File: src/rtl/qspi_pkg.sv
// Shared types for the queued SPI master.
// Assumes: nothing beyond the IEEE 1800-2017 enum semantics.
package qspi_pkg;
    // Sequencer phases: load entry, serial low/high halves, tail half, gap.
    typedef enum logic [2:0] {
        ST_IDLE,
        ST_LOAD,
        ST_LOW,
        ST_HIGH,
        ST_TAIL,
        ST_GAP
    } seq_st_t;
endpackage

File: src/rtl/qspi_queue.sv
// Entry storage: configuration written by the host and receive slots
// written by the engine. Host writes to the locked entry are dropped.
// Assumes: the engine writes only the entry at eng_addr.
module qspi_queue #(
    parameter int DEPTH = 8,
    parameter int AW    = 3,
    parameter int CSW   = 2,
    parameter int LW    = 4,
    parameter int DLYW  = 8,
    parameter int DW    = 16
) (
    input  logic            clk,
    input  logic            rst_n,
    input  logic            host_we,
    input  logic [AW-1:0]   host_addr,
    input  logic [CSW-1:0]  host_cs,
    input  logic [LW-1:0]   host_len,
    input  logic [DLYW-1:0] host_dly,
    input  logic [DW-1:0]   host_tx,
    input  logic            lock,
    input  logic [AW-1:0]   eng_addr,
    input  logic            rx_we,
    input  logic [DW-1:0]   rx_data,
    input  logic [AW-1:0]   rd_addr,
    output logic [CSW-1:0]  eng_cs,
    output logic [LW-1:0]   eng_len,
    output logic [DLYW-1:0] eng_dly,
    output logic [DW-1:0]   eng_tx,
    output logic [DW-1:0]   rd_rx
);
    logic [CSW-1:0]  cs_m  [DEPTH];
    logic [LW-1:0]   len_m [DEPTH];
    logic [DLYW-1:0] dly_m [DEPTH];
    logic [DW-1:0]   tx_m  [DEPTH];
    logic [DW-1:0]   rx_m  [DEPTH];

    for (genvar i = 0; i < DEPTH; i++) begin : g_entry
        // Host configuration write, blocked for the entry in flight.
        always_ff @(posedge clk) begin
            if (!rst_n) begin
                cs_m[i]  <= '0;
                len_m[i] <= '0;
                dly_m[i] <= '0;
                tx_m[i]  <= '0;
            end else if (host_we && host_addr == AW'(i)
                         && !(lock && eng_addr == AW'(i))) begin
                cs_m[i]  <= host_cs;
                len_m[i] <= host_len;
                dly_m[i] <= host_dly;
                tx_m[i]  <= host_tx;
            end
        end

        // Engine write-back of the received word.
        always_ff @(posedge clk) begin
            if (!rst_n)
                rx_m[i] <= '0;
            else if (rx_we && eng_addr == AW'(i))
                rx_m[i] <= rx_data;
        end
    end

    assign eng_cs  = cs_m[eng_addr];
    assign eng_len = len_m[eng_addr];
    assign eng_dly = dly_m[eng_addr];
    assign eng_tx  = tx_m[eng_addr];
    assign rd_rx   = rx_m[rd_addr];


    locked_entry_chk: assert property (@(posedge clk) disable iff (!rst_n)
        (lock && $past(lock) && eng_addr == $past(eng_addr))
        |-> ($stable(eng_tx) && $stable(eng_len) && $stable(eng_cs)));
endmodule

File: src/rtl/qspi_halftick.sv
// Half-period timer: pulses tick every clk_div/2 cycles while run is high.
// It restarts from zero whenever run is low.
// Assumes: clk_div is even and at least 2.
module qspi_halftick #(
    parameter int DIVW = 8
) (
    input  logic            clk,
    input  logic            rst_n,
    input  logic            run,
    input  logic [DIVW-1:0] clk_div,
    output logic            tick
);
    logic [DIVW-1:0] cnt;
    logic [DIVW-1:0] half_m1;

    assign half_m1 = (clk_div >> 1) - DIVW'(1);
    assign tick    = run && (cnt == half_m1);

    // Count system cycles inside the current half-period.
    always_ff @(posedge clk) begin
        if (!rst_n || !run || tick)
            cnt <= '0;
        else
            cnt <= cnt + DIVW'(1);
    end


    tick_spacing_chk: assert property (@(posedge clk) disable iff (!rst_n)
        (tick && half_m1 != '0) |=> !tick);
endmodule

File: src/rtl/qspi_shifter.sv
// Serial shifter for SPI mode 0: presents the transmit MSB on mosi and
// collects miso bits into the low end of a receive word.
// Assumes: load comes before any shift or sample of a transfer.
module qspi_shifter #(
    parameter int DW = 16,
    parameter int LW = 4
) (
    input  logic          clk,
    input  logic          rst_n,
    input  logic          load,
    input  logic [DW-1:0] tx_word,
    input  logic [LW-1:0] len,
    input  logic          shift,
    input  logic          sample,
    input  logic          miso,
    output logic          mosi,
    output logic [DW-1:0] rx_word
);
    localparam logic [LW-1:0] TOP = LW'(DW - 1);

    logic [DW-1:0] tx_sh;

    // Transmit register: left-justify the active bits, move one per fall.
    always_ff @(posedge clk) begin
        if (!rst_n)
            tx_sh <= '0;
        else if (load)
            tx_sh <= tx_word << (TOP - len);
        else if (shift)
            tx_sh <= {tx_sh[DW-2:0], 1'b0};
    end

    // Receive register: clear at load, append one bit per rise.
    always_ff @(posedge clk) begin
        if (!rst_n || load)
            rx_word <= '0;
        else if (sample)
            rx_word <= {rx_word[DW-2:0], miso};
    end

    assign mosi = tx_sh[DW-1];
endmodule

File: src/rtl/qspi_queue_master.sv
// Queued SPI master top: the sequencer walks the entries from start_ptr to
// end_ptr, wrapping when asked, and drives the chip selects and serial clock.
// Assumes: clk_div is even and at least 2, and pointers stay constant
// while busy.
module qspi_queue_master #(
    parameter int DEPTH = 8,
    parameter int DW    = 16,
    parameter int NCS   = 4,
    parameter int DLYW  = 8,
    parameter int DIVW  = 8,
    localparam int AW   = $clog2(DEPTH),
    localparam int CSW  = $clog2(NCS),
    localparam int LW   = $clog2(DW)
) (
    input  logic            clk,
    input  logic            rst_n,
    input  logic            q_we,
    input  logic [AW-1:0]   q_addr,
    input  logic [CSW-1:0]  q_cs,
    input  logic [LW-1:0]   q_len,
    input  logic [DLYW-1:0] q_dly,
    input  logic [DW-1:0]   q_tx,
    input  logic [AW-1:0]   rd_addr,
    output logic [DW-1:0]   rd_rx,
    input  logic [AW-1:0]   start_ptr,
    input  logic [AW-1:0]   end_ptr,
    input  logic            wrap_en,
    input  logic            go,
    input  logic            halt,
    input  logic [DIVW-1:0] clk_div,
    output logic            busy,
    output logic            done,
    output logic [AW-1:0]   cur_ptr,
    output logic            sclk,
    output logic            mosi,
    input  logic            miso,
    output logic [NCS-1:0]  cs_n
);
    import qspi_pkg::*;

    seq_st_t         state;
    logic            tick;
    logic            halt_pend;
    logic [LW-1:0]   bits_left;
    logic [DLYW-1:0] dly_r;
    logic [DLYW:0]   gap_cnt;
    logic [CSW-1:0]  eng_cs;
    logic [LW-1:0]   eng_len;
    logic [DLYW-1:0] eng_dly;
    logic [DW-1:0]   eng_tx;
    logic [DW-1:0]   rx_word;
    logic            do_shift, do_sample, do_load, rx_we;
    logic            boundary, stop_now;

    assign busy      = (state != ST_IDLE);
    assign do_load   = (state == ST_LOAD);
    assign do_sample = (state == ST_LOW) && tick;
    assign do_shift  = (state == ST_HIGH) && tick && (bits_left != '0);
    assign rx_we     = (state == ST_TAIL) && tick;
    assign boundary  = (rx_we && dly_r == '0)
                     || ((state == ST_GAP) && tick && gap_cnt == (DLYW+1)'(1));
    assign stop_now  = halt_pend || halt || (cur_ptr == end_ptr && !wrap_en);

    qspi_queue #(
        .DEPTH(DEPTH), .AW(AW), .CSW(CSW), .LW(LW), .DLYW(DLYW), .DW(DW)
    ) i_queue (
        .clk(clk), .rst_n(rst_n),
        .host_we(q_we), .host_addr(q_addr), .host_cs(q_cs),
        .host_len(q_len), .host_dly(q_dly), .host_tx(q_tx),
        .lock(busy), .eng_addr(cur_ptr),
        .rx_we(rx_we), .rx_data(rx_word), .rd_addr(rd_addr),
        .eng_cs(eng_cs), .eng_len(eng_len), .eng_dly(eng_dly),
        .eng_tx(eng_tx), .rd_rx(rd_rx)
    );

    qspi_halftick #(.DIVW(DIVW)) i_halftick (
        .clk(clk), .rst_n(rst_n),
        .run(busy && !do_load), .clk_div(clk_div), .tick(tick)
    );

    qspi_shifter #(.DW(DW), .LW(LW)) i_shifter (
        .clk(clk), .rst_n(rst_n), .load(do_load), .tx_word(eng_tx),
        .len(eng_len), .shift(do_shift), .sample(do_sample),
        .miso(miso), .mosi(mosi), .rx_word(rx_word)
    );

    // Remember a halt request until the next entry boundary.
    always_ff @(posedge clk) begin
        if (!rst_n || !busy)
            halt_pend <= 1'b0;
        else if (halt)
            halt_pend <= 1'b1;
    end

    // Sequencer: entry loading, serial phases, gap and pointer advance.
    always_ff @(posedge clk) begin
        if (!rst_n) begin
            state     <= ST_IDLE;
            cur_ptr   <= '0;
            done      <= 1'b0;
            sclk      <= 1'b0;
            cs_n      <= '1;
            bits_left <= '0;
            dly_r     <= '0;
            gap_cnt   <= '0;
        end else begin
            case (state)
                ST_IDLE: if (go) begin
                    cur_ptr <= start_ptr;
                    done    <= 1'b0;
                    state   <= ST_LOAD;
                end
                ST_LOAD: begin
                    cs_n      <= ~(NCS'(1) << eng_cs);
                    bits_left <= eng_len;
                    dly_r     <= eng_dly;
                    state     <= ST_LOW;
                end
                ST_LOW: if (tick) begin
                    sclk  <= 1'b1;
                    state <= ST_HIGH;
                end
                ST_HIGH: if (tick) begin
                    sclk <= 1'b0;
                    if (bits_left == '0) begin
                        state <= ST_TAIL;
                    end else begin
                        bits_left <= bits_left - LW'(1);
                        state     <= ST_LOW;
                    end
                end
                ST_TAIL: if (tick) begin
                    cs_n    <= '1;
                    gap_cnt <= {dly_r, 1'b0};
                    if (dly_r != '0)
                        state <= ST_GAP;
                end
                ST_GAP: if (tick && !boundary)
                    gap_cnt <= gap_cnt - (DLYW+1)'(1);
                default: state <= ST_IDLE;
            endcase

            if (boundary) begin
                if (stop_now) begin
                    state <= ST_IDLE;
                    done  <= !(halt_pend || halt);
                end else begin
                    cur_ptr <= (cur_ptr == end_ptr) ? start_ptr
                                                    : cur_ptr + AW'(1);
                    state   <= ST_LOAD;
                end
            end
        end
    end


    idle_quiet_chk: assert property (@(posedge clk) disable iff (!rst_n)
        !busy |-> (cs_n == '1 && !sclk));

    cs_onehot_chk: assert property (@(posedge clk) disable iff (!rst_n)
        $onehot0(~cs_n));

    mosi_hold_chk: assert property (@(posedge clk) disable iff (!rst_n)
        (sclk && $past(sclk)) |-> $stable(mosi));

    sclk_in_cs_chk: assert property (@(posedge clk) disable iff (!rst_n)
        sclk |-> (cs_n != '1));

    done_idle_chk: assert property (@(posedge clk) disable iff (!rst_n)
        done |-> !busy);
endmodule

File: config.mk
export PLATFORM = sky130hd
export DESIGN_NAME = qspi_queue_master
export DESIGN_NICKNAME = d
export VERILOG_FILES = /design/src/rtl/qspi_pkg.sv /design/src/rtl/qspi_queue.sv /design/src/rtl/qspi_halftick.sv /design/src/rtl/qspi_shifter.sv /design/src/rtl/qspi_queue_master.sv
export SDC_FILE = /design/constraint.sdc
export NUM_CORES = 1
export LEC_CHECK = 0
export ABC_AREA = 1
export BUFFER_PORTS_ARGS = -buffer_cell sky130_fd_sc_hd__buf_2
export CAP_MARGIN = 5
export CORE_MARGIN = 10
export CORE_UTILIZATION = 61
export DETAILED_ROUTE_END_ITERATION = 12
export MAX_ROUTING_LAYER = met4
export PLACE_DENSITY = 0.84
export SYNTH_ARGS = -nofsm -noshare
export SYNTH_HDL_FRONTEND = slang
export SYNTH_SLANG_ARGS = --single-unit
File: constraint.sdc
create_clock -name clk -period 4.1 [get_ports clk]
set_clock_uncertainty 0.05 [all_clocks]
set_input_delay 0 -clock clk [delete_from_list [all_inputs] [get_ports clk]]
set_output_delay 0 -clock clk [all_outputs]
set_load 0.05 [all_outputs]
==> out/qor.csv <==
stage,metric,value,unit
floorplan,I/O Pins,84,
power_and_ir_drop,Pleak,0.009753,uW
synth,"count leader, synth",nor2_1,
cts,clk slew on worst S/H paths,60,ps
sta,min Tclk post-route,3313,ps
critical_path,family with the most delay on the worst path,simple AND/OR/NAND/NOR gates,
hold_path,worst hold path depth,4,
power_and_ir_drop,power density cells,556.9,mW/mm^2
synth,"top cells by area, synth","edfxtp_1 52%, nor2_1 11%, dfxtp_1 7.0%, nand2_1 6.8%, o21ai_0 5.0%",
synth,synth warn,0,
cells_and_area,nets,2527,
critical_path,instance count on the critical path,11,
floorplan,Core Area,0.03429,mm^2
floorplan,FP Rows,68,
synth,Synth cell types,37,
cells_and_area,non-filler instance count after layout,2946,
placed_design,pre-CTS setup slack,800.7,ps
route,Via density,5.826,
route,routed wire length,54.33,mm
synth,Mean Syn Cell Area,8.842,um^2
floorplan,initial core utilization,61.45,%
sta,maximum clock frequency,301.8,MHz
sta,Final Worst Setup Slack,786.7,ps
synth,Seq cells post-synth,442,
floorplan,Die Area,0.04237,mm^2
floorplan,width of the chip,205.9,um
global_route,GRT Total Usage,26.31,%
run,max capacitance violation total,0,
route,DRC,0,
global_route,vias in the first global route,16710,
sta,RSZ-0062 raised after global routing,false,
sta,actual slew at the worst max-slew pin,1026,ps
floorplan,die height,205.9,um
cts,# hold bufs at CTS,39,
cells_and_area,ANT cells,0,
sta,period utilization,80.81,%
route,remaining antenna violation count,0,
synth,Mapped Area,0.02107,mm^2
cells_and_area,share of layout cells above drive strength 1,9.033,%
cts,clk buf depth,3,
global_route,first-pass GRT wire length,86.19,mm
cts,Root Driver,clkbuf_16,
hold_path,Hold Path Class,input port to flip-flop,
sta,# setup viols final,0,
synth,sequential share of the synthesized area,59.48,%
status,status,"finished, final reports clean",
placed_design,GPL Wtd Cong,0.9637,
cts,Post-CTS Setup Bufs,0,
cells_and_area,fillers,2494,
sta,setup TNS,0,ps
cts,Num CTS Buffers,44,
critical_path,CP max stage delay,540,ps
critical_path,CP Capture Type,flip-flop,
critical_path,WP buf/inv,2,
cts,H-tree depth,2,
placed_design,post-DP HPWL,32.64,mm
cells_and_area,Seq. cell area,0.01254,mm^2
cts,clk_lat worst skew,550,ps
cells_and_area,Layout Area Growth over Synthesis,12.48,%
cells_and_area,multi-input logic area,0.007049,mm^2
synth,Cells after Synth,2383,
synth,Commonest cells post-synth,"621 x nor2_1, 384 x nand2_1, 368 x edfxtp_1, 212 x o21ai_0, 208 x inv_1",
placed_design,Post-Place Cells,2829,
cts,CTS tree,done,
global_route,antenna violations before repair,0,
synth,Post-Syn Nets,2451,
sta,worst hold slack,163.9,ps
critical_path,CP required,4410,ps
route,DRT iter0 DRCs,1925,
critical_path,crit path cell chain,"inv_2, nand3_2, nand2_1, nor2_1, nand3_1, nor3_2, nand2_1, nor2_2, buf_4, nand3_1, nor2_1",
placed_design,number of port buffers,82,
cts,post-cts resize count,0,
global_route,grt total ovfl,0,
route,average wire per standard cell,18.44,um
synth,Synth area leader,edfxtp_1,
power_and_ir_drop,peak supply drop,551.0,uV
critical_path,crit start category,flip-flop,
synth,asr flop ratio synth,0,%
global_route,largest net degree at the start of global routing,104,
critical_path,"Data arrival, critical path",3620,ps
critical_path,r2r worst-path depth,11,
route,vias post-DR,17160,
sta,Final Hold Viols,0,
critical_path,CP Class,flip-flop to flip-flop,
sta,pins over their slew limit,0,
critical_path,crit-path max FO,24,
synth,number of flops mapped to enable cells by yosys,368,
route,TritonRoute pass-1 iters,5,
critical_path,CP max stage cell,nand3_1,
synth,Most used DFF post-synth,edfxtp_1,
synth,Synth top area share,52.45,%
cts,clk sink count,442,
sta,Worst slew margin,31.52,%
## power by group
group | switching [uW] | total, uW | leakage [uW] | internal (uW)
Clock | 1710 | 4330 | 0.000759 | 2610
Combinational | 2490 | 3490 | 0.00458 | 1000
Sequential | 196 | 5380 | 0.00441 | 5180
## worst min-delay path: cells and delay by family
| family | cells | cell delay (ps) |
|---|---|---|
| buffers and inverters | 1 | 160 |
| and+or+nand+nor | 3 | 410 |
## placed cells by master, fill, tap and decap left out, types with 18 or more instances in the layout
| cell | instances |
|---|---|
| nor2_1 | 621 |
| nand3_1 | 175 |
| edfxtp_1 | 368 |
| dfxtp_1 | 72 |
| dlygate4sd3_1 | 39 |
| clkbuf_16 | 46 |
| o21ai_0 | 206 |
| a21oi_1 | 44 |
| nand2_1 | 384 |
| o22ai_1 | 21 |
| nand4_1 | 19 |
| inv_1 | 207 |
| clkinv_1 | 18 |
| buf_4 | 38 |
| buf_2 | 82 |
## routing by layer
layer / wire length (um) / share of wire (%) / track usage [%] / up-vias
li1: - / - / - / 8022
met1: 19890 / 37 / 30.93 / 8057
met2: 27420 / 50 / 44.82 / 920
met3: 5052 / 9.3 / 3.856 / 165
met4: 1959 / 3.6 / 10.79 / 0
met5: 0 / 0 / - / -
## sequential cells by signal, summed over array words and instances (netlist names)
| register | count |
|---|---|
| bits_left | 4 |
| done | 1 |
| i_queue.len_m | 32 |
| i_halftick.cnt | 8 |
| i_queue.dly_m | 64 |
| i_queue.cs_m | 16 |
| cur_ptr | 3 |
| halt_pend | 1 |
| i_queue.rx_m | 128 |
| i_shifter.tx_sh | 16 |
| gap_cnt | 9 |
| i_queue.tx_m | 128 |
| cs_n | 4 |
| i_shifter.rx_word | 16 |
| dly_r | 8 |
| state | 3 |
| sclk | 1 |
## cell families after synthesis
logic type / count (synthesis) / share of synthesized area, %
AND/OR/NAND/NOR: 1232 / 24.03
XOR/XNOR: 12 / 0.4988
AO/OA/AOI/OAI: 319 / 8.118
flip-flops: 442 / 59.48
buffers and inverters: 364 / 7.067
adder cells (fa/ha/maj): 11 / 0.6532
multiplexers: 3 / 0.1544
## final cells by class
class / instances / area share, %
timing repair buffer: 160 / 4.667
clock inverter: 23 / 1.468
inverter: 234 / 3.706
sequential: 442 / 52.90
multi-input combinational: 1577 / 29.74
clock buffer: 55 / 5.116
tap: 455 / 2.402
## path summary, 6_finish.rpt
| check | startpoint | end | slack (ps) |
|---|---|---|---|
| worst max-delay path | state[1] | i_queue.rx_m[4][7] | 790 |
| worst min-delay path | q_addr[1] | i_queue.tx_m[5][5] | 160 |
| worst max register to register | state[1] | i_queue.rx_m[4][7] | 790 |
| worst min register to register | i_shifter.tx_sh[0] | i_shifter.tx_sh[0] | 410 |
## stage by stage
step	total power [uW]	area [um^2]	utilization [%]
after floorplan	7957	21070	-
after global placement	8732	21750	63.43
after detailed placement	8832	21750	63.43
after CTS	13160	23700	69.12
after global routing	13830	23700	69.12
final	13200	23700	69.12
Power figures use the tool's default switching activity.
